**config.mk**
```make
export PLATFORM = sky130hd
export DESIGN_NAME = rnd_window_norm
export DESIGN_NICKNAME = d
export VERILOG_FILES = /design/src/rtl/rwn_pkg.sv /design/src/rtl/rwn_ctrl_decode.sv /design/src/rtl/rwn_round_add.sv /design/src/rtl/rwn_window_mux.sv /design/src/rtl/rnd_window_norm.sv
export SDC_FILE = /design/constraint.sdc
export NUM_CORES = 1
export LEC_CHECK = 0
export ABC_AREA = 1
export BUFFER_PORTS_ARGS = -buffer_cell sky130_fd_sc_hd__buf_4
export CAP_MARGIN = 20
export CORE_ASPECT_RATIO = 0.9
export CORE_MARGIN = 5
export CORE_UTILIZATION = 55
export CTS_BUF_LIST = sky130_fd_sc_hd__clkbuf_8
export CTS_CLUSTER_SIZE = 40
export DETAILED_ROUTE_END_ITERATION = 16
export PLACE_DENSITY = 0.79
export SYNTH_ARGS = -nofsm -noshare
export SYNTH_HDL_FRONTEND = slang
export SYNTH_HIERARCHICAL = 1
export SYNTH_SLANG_ARGS = --single-unit
```
**constraint.sdc**
```tcl
create_clock -name clk -period 5.8 [get_ports clk]
set_clock_uncertainty 0.2 [all_clocks]
set_input_delay 1.16 -clock clk [delete_from_list [all_inputs] [get_ports clk]]
set_output_delay 1.16 -clock clk [all_outputs]
set_load 0.1 [all_outputs]
```
**src/rtl/rwn_pkg.sv**
```systemverilog
package rwn_pkg;

   // Encoding of the rounding disable bit in the control word
   typedef enum logic {
      RND_ON  = 1'b0,
      RND_OFF = 1'b1
   } rnd_mode_e;

   // Bit index of the least significant bit of window position k
   function automatic int win_lsb(input int in_w, input int out_w,
                                  input int step, input int k);
      return in_w - out_w - step * k;
   endfunction

   // Bit index of the most significant bit of window position k
   function automatic int win_top(input int in_w, input int step,
                                  input int k);
      return in_w - 1 - step * k;
   endfunction

endpackage

```
**src/rtl/rwn_ctrl_decode.sv**
```systemverilog
module rwn_ctrl_decode
   import rwn_pkg::*;
#(
   parameter int unsigned SEL_W = 4,
   parameter int unsigned NPOS  = 8,
   localparam int unsigned POS_W = $clog2(NPOS)
) (
   input  logic [SEL_W:0]   ctrl_i,
   output logic [POS_W-1:0] pos_o,
   output logic             rnd_en_o
);

   logic [SEL_W-1:0] code;

   assign code = ctrl_i[SEL_W-1:0];

   // Codes beyond the last position fall back to the topmost window
   always_comb begin
      if (int'(code) < int'(NPOS)) pos_o = POS_W'(code);
      else                         pos_o = '0;
   end

   assign rnd_en_o = (rnd_mode_e'(ctrl_i[SEL_W]) == RND_ON);

endmodule

```
**src/rtl/rwn_round_add.sv**
```systemverilog
module rwn_round_add
   import rwn_pkg::*;
#(
   parameter int unsigned IN_W  = 40,
   parameter int unsigned OUT_W = 16,
   parameter int unsigned STEP  = 3,
   parameter int unsigned NPOS  = 8,
   parameter bit          ROUND_BY_SHIFT = 1'b1,
   localparam int unsigned POS_W = $clog2(NPOS),
   localparam int unsigned SUM_W = IN_W + 1
) (
   input  logic [IN_W-1:0]  data_i,
   input  logic [POS_W-1:0] pos_i,
   input  logic             rnd_en_i,
   output logic [SUM_W-1:0] sum_o
);

   logic [SUM_W-1:0] half;

   generate
      if (ROUND_BY_SHIFT) begin : g_shift
         // Barrel shift of a single one to the half-LSB place
         always_comb begin
            half = '0;
            if (rnd_en_i)
               half = SUM_W'(1) << (win_lsb(int'(IN_W), int'(OUT_W),
                                            int'(STEP), int'(pos_i)) - 1);
         end
      end else begin : g_table
         // One constant per window position, picked by a mux
         logic [SUM_W-1:0] tbl [NPOS];
         for (genvar k = 0; k < int'(NPOS); k++) begin : g_ent
            assign tbl[k] = SUM_W'(1) << (win_lsb(int'(IN_W), int'(OUT_W),
                                                  int'(STEP), k) - 1);
         end
         assign half = rnd_en_i ? tbl[pos_i] : '0;
      end
   endgenerate

   // Sign extension keeps the carry out of bit IN_W-1 in the sum
   assign sum_o = {data_i[IN_W-1], data_i} + half;

   always_comb begin
      AST_HALF_ONEHOT: assert ($onehot0(half));
   end

endmodule

```
**src/rtl/rwn_window_mux.sv**
```systemverilog
module rwn_window_mux
   import rwn_pkg::*;
#(
   parameter int unsigned IN_W  = 40,
   parameter int unsigned OUT_W = 16,
   parameter int unsigned STEP  = 3,
   parameter int unsigned NPOS  = 8,
   localparam int unsigned POS_W = $clog2(NPOS),
   localparam int unsigned SUM_W = IN_W + 1
) (
   input  logic [SUM_W-1:0] sum_i,
   input  logic [POS_W-1:0] pos_i,
   output logic [OUT_W-1:0] win_o
);

   logic [OUT_W-1:0] slc [NPOS];

   generate
      for (genvar k = 0; k < int'(NPOS); k++) begin : g_slice
         localparam int TOP_K = win_top(int'(IN_W), int'(STEP), k);
         assign slc[k] = sum_i[TOP_K -: OUT_W];
      end
   endgenerate

   assign win_o = slc[pos_i];

endmodule

```
**src/rtl/rnd_window_norm.sv**
```systemverilog
module rnd_window_norm
   import rwn_pkg::*;
#(
   parameter int unsigned IN_W  = 40,
   parameter int unsigned OUT_W = 16,
   parameter int unsigned SEL_W = 4,
   parameter int unsigned STEP  = 3,
   parameter int unsigned NPOS  = 8,
   parameter bit          ROUND_BY_SHIFT = 1'b1
) (
   input  logic             clk,
   input  logic             rst_n,
   input  logic             vld_i,
   input  logic [39:0]      data_i,
   input  logic [4:0]       ctrl_i,
   output logic             vld_o,
   output logic [15:0]      dout_o
);

   localparam int unsigned POS_W = $clog2(NPOS);
   localparam int unsigned SUM_W = IN_W + 1;

   generate
      if (IN_W != 40 || OUT_W != 16 || SEL_W != 4) begin : g_bad_ports
         $error("port widths are fixed at 40 in, 16 out, 5 control bits");
      end
      if (NPOS < 2 || NPOS > (1 << SEL_W)) begin : g_bad_npos
         $error("NPOS must lie between 2 and 2**SEL_W");
      end
      if (int'(IN_W) - int'(OUT_W) < int'(STEP) * (int'(NPOS) - 1) + 1) begin : g_bad_span
         $error("lowest window leaves no bit for the half-LSB constant");
      end
   endgenerate

   logic [POS_W-1:0] pos;
   logic             rnd_en;
   logic [SUM_W-1:0] sum;
   logic [OUT_W-1:0] win;

   rwn_ctrl_decode #(
      .SEL_W (SEL_W),
      .NPOS  (NPOS)
   ) u_dec (
      .ctrl_i   (ctrl_i),
      .pos_o    (pos),
      .rnd_en_o (rnd_en)
   );

   rwn_round_add #(
      .IN_W           (IN_W),
      .OUT_W          (OUT_W),
      .STEP           (STEP),
      .NPOS           (NPOS),
      .ROUND_BY_SHIFT (ROUND_BY_SHIFT)
   ) u_add (
      .data_i   (data_i),
      .pos_i    (pos),
      .rnd_en_i (rnd_en),
      .sum_o    (sum)
   );

   rwn_window_mux #(
      .IN_W  (IN_W),
      .OUT_W (OUT_W),
      .STEP  (STEP),
      .NPOS  (NPOS)
   ) u_mux (
      .sum_i (sum),
      .pos_i (pos),
      .win_o (win)
   );

   // Single output stage: valid always advances, data loads on valid
   always_ff @(posedge clk) begin
      if (!rst_n) begin
         vld_o  <= 1'b0;
         dout_o <= '0;
      end else begin
         vld_o <= vld_i;
         if (vld_i) dout_o <= win;
      end
   end

   // Reference slice of the raw input, taken without the adder or the mux
   logic [OUT_W-1:0] trunc_ref;
   always_comb begin
      trunc_ref = OUT_W'(data_i >> win_lsb(int'(IN_W), int'(OUT_W),
                                           int'(STEP), int'(pos)));
   end

   AST_VLD_DELAY: assert property (@(posedge clk) disable iff (!rst_n)
      $past(rst_n) |-> (vld_o == $past(vld_i)));

   AST_HOLD_IDLE: assert property (@(posedge clk) disable iff (!rst_n)
      ($past(rst_n) && !$past(vld_i)) |-> $stable(dout_o));

   AST_TRUNC_EXACT: assert property (@(posedge clk) disable iff (!rst_n)
      ($past(rst_n) && $past(vld_i) && $past(ctrl_i[SEL_W]))
      |-> (dout_o == $past(trunc_ref)));

   AST_ROUND_STEP: assert property (@(posedge clk) disable iff (!rst_n)
      ($past(rst_n) && $past(vld_i) && !$past(ctrl_i[SEL_W]))
      |-> (OUT_W'(dout_o - $past(trunc_ref)) <= OUT_W'(1)));

endmodule

```
==> impl_metrics.tcl <==
set metrics [dict create \
    power_density_nw_per_um2 119 \
    syn_avg_cell_area_um2 5.32 \
    remaining_drc_errors 0 \
    holdPathEnd "dout_o[4]$_SDFFE_PN0P_" \
    place_hpwl_um 12400 \
    wl_per_cell_um 13.0 \
    clockRootBuffer "clkbuf_8" \
    critPathLaunch "ctrl_i[3]" \
    arrival_ns 5.34 \
    grt_util_all_layers_pct 25.4 \
    nets 1101 \
    grt_pass1_vias 5312 \
    layout_commonest_cell "nand2_1" \
    dp_cells 1120 \
    port_buffers 64 \
    syn_inst 946 \
    dieArea_um2 11200 \
    total_power_mw 0.662 \
    hold_buffers 0 \
    min_period_over_period_pct 92.3 \
    overflow 0 \
    diodes 0 \
    hold_viol 0 \
    maxCapViolCount 0 \
    setup_viol_count_final 0 \
    vias 6056 \
    final_cell_mix "nand2_1 (337), nor2_1 (127), nand3_1 (120), inv_1 (108), buf_4 (67)" \
    vias_per_cell 5.39 \
    setup-tns-final_ns 0 \
    start_util_pct 55.7 \
    syn2layout_area_growth_pct 10.6 \
    clk_pin_slew_ns 0.06 \
    criticalPathCategory "input port to flop" \
    dr.first_iter.drc_count 530 \
    coreArea_um2 9040 \
    timing.rr.start "dout_o[13]$_SDFFE_PN0P_" \
    p_leak_nw 3.15 \
    wl_met1_um 6720 \
    hold_path_class "flop to flop" \
    gp_congestion 1.04 \
    h-tree-depth 1 \
    rr_endpoint "dout_o[13]$_SDFFE_PN0P_" \
    layout-drive-gt1-share_pct 11.5 \
    peakVddDrop_mv 0.150 \
    critPathMaxFanout 33 \
    cts_sinks 17 \
    grt_max_degree 40 \
    critPathCaptureType "flop" \
    drv_slew 0 \
    hold_ws_ns 0.269 \
    die_w_um 111 \
    min_delay_path_depth 2 \
    start_kind "input port" \
    netlist_area_um2 5030 \
    wl_met2_um 6260 \
    ioPinCount 65 \
    numCtsBuffers 3 \
    rrSetupSlack_ns 5.05 \
    grt_pass1_wl_um 23800 \
    ys_warn_count 6 \
    cts_setup_buffers 0 \
    clk_latency_ns 0.24 \
    max_freq_ghz 0.187 \
    cts_resized 0 \
    wl_met3_um 1330 \
    rsz0062_at_grt "no" \
    nFillCells 973 \
    antenna_found_initial 0 \
    period_minus_slack_ns 5.35 \
    clockBufferDepth 2 \
    dr.pass1.iters 6 \
    routed_wl_um 14600 \
    top_layer "met4" \
    outcome "finished, final reports clean" \
    min_from "dout_o[4]$_SDFFE_PN0P_" \
    die_y_um 101 \
    tritoncts "built" \
    rows 33 \
    rr_worst_depth 2 \
    ant_nets 0 \
    cp.required_ns 5.79 \
    finalNonFillerCells 1124 \
]
==> cell type report <==
cell class	instances	area (µm²)	share of cell area, %
flip-flops and latches	17	340	6.11
clock inverters	1	5.00	0.0899
repair buffers	68	523	9.39
clock buffers	3	41.3	0.742
multi-input cells	798	4070	73.1
well taps	122	153	2.74
inverters	115	437	7.84
==> critical path, stage by stage <==
cell	delay [ns]
buf_4	0.12
nor2_2	0.14
buf_4	0.37
ha_1	0.32
nand3_1	0.14
nand3_1	0.13
nand2_2	0.13
inv_1	0.22
nand2_1	0.15
nor2_1	0.24
ha_1	0.32
a21oi_1	0.34
nand2_1	0.23
nand3_1	0.15
nand3_1	0.17
xor2_1	0.35
nand2_1	0.12
nand3_1	0.13
nand3_1	0.11
nand2_1	0.09
inv_1	0.04
nand2_1	0.05
nand2_1	0.05
nor2_1	0.07
==> flip-flops by register name (all words and copies together), names as in the netlist <==
signal,count
vld_o,1
dout_o,16
==> layer usage <==
metal / GRT usage [%] / vias up
li1: - / 3098
met1: 36.4 / 2676
met2: 40.9 / 250
met3: 3.00 / 32
met4: 5.97 / 0
met5: 0 / -
==> per-stage QoR <==
stage	worst slack (ns)	utilization, %	instance area (µm²)
3_5_place_dp	0.334	61.1	5520
6_report	0.447	61.6	5570
3_3_place_gp	0.358	61.1	5520
4_1_cts	0.575	61.6	5570
5_1_grt	0.0912	61.6	5570
2_1_floorplan	0.556	-	5060
==> power by group <==
part / internal (mW) / leakage [nW] / total (mW) / switching (mW)
clock: 0.0475 / 0.0255 / 0.0841 / 0.0366
combinational: 0.139 / 2.98 / 0.446 / 0.308
sequential: 0.127 / 0.141 / 0.132 / 0.00482
==> worst max path at each step <==
| stage | end | slack, ns | cells after the start |
|---|---|---|---|
| 4_1_cts | dout_o[9]$_SDFFE_PN0P_ | 0.57 | 32 |
| 6_report | dout_o[12]$_SDFFE_PN0P_ | 0.45 | 24 |
| 3_3_place_gp | dout_o[12]$_SDFFE_PN0P_ | 0.36 | 24 |
| 2_1_floorplan | dout_o[15]$_SDFFE_PN0P_ | 0.56 | 35 |
| 3_5_place_dp | dout_o[4]$_SDFFE_PN0P_ | 0.33 | 32 |
| 5_1_grt | dout_o[15]$_SDFFE_PN0P_ | 0.09 | 32 |
No activity file was read; power rests on OpenSTA's default activity.
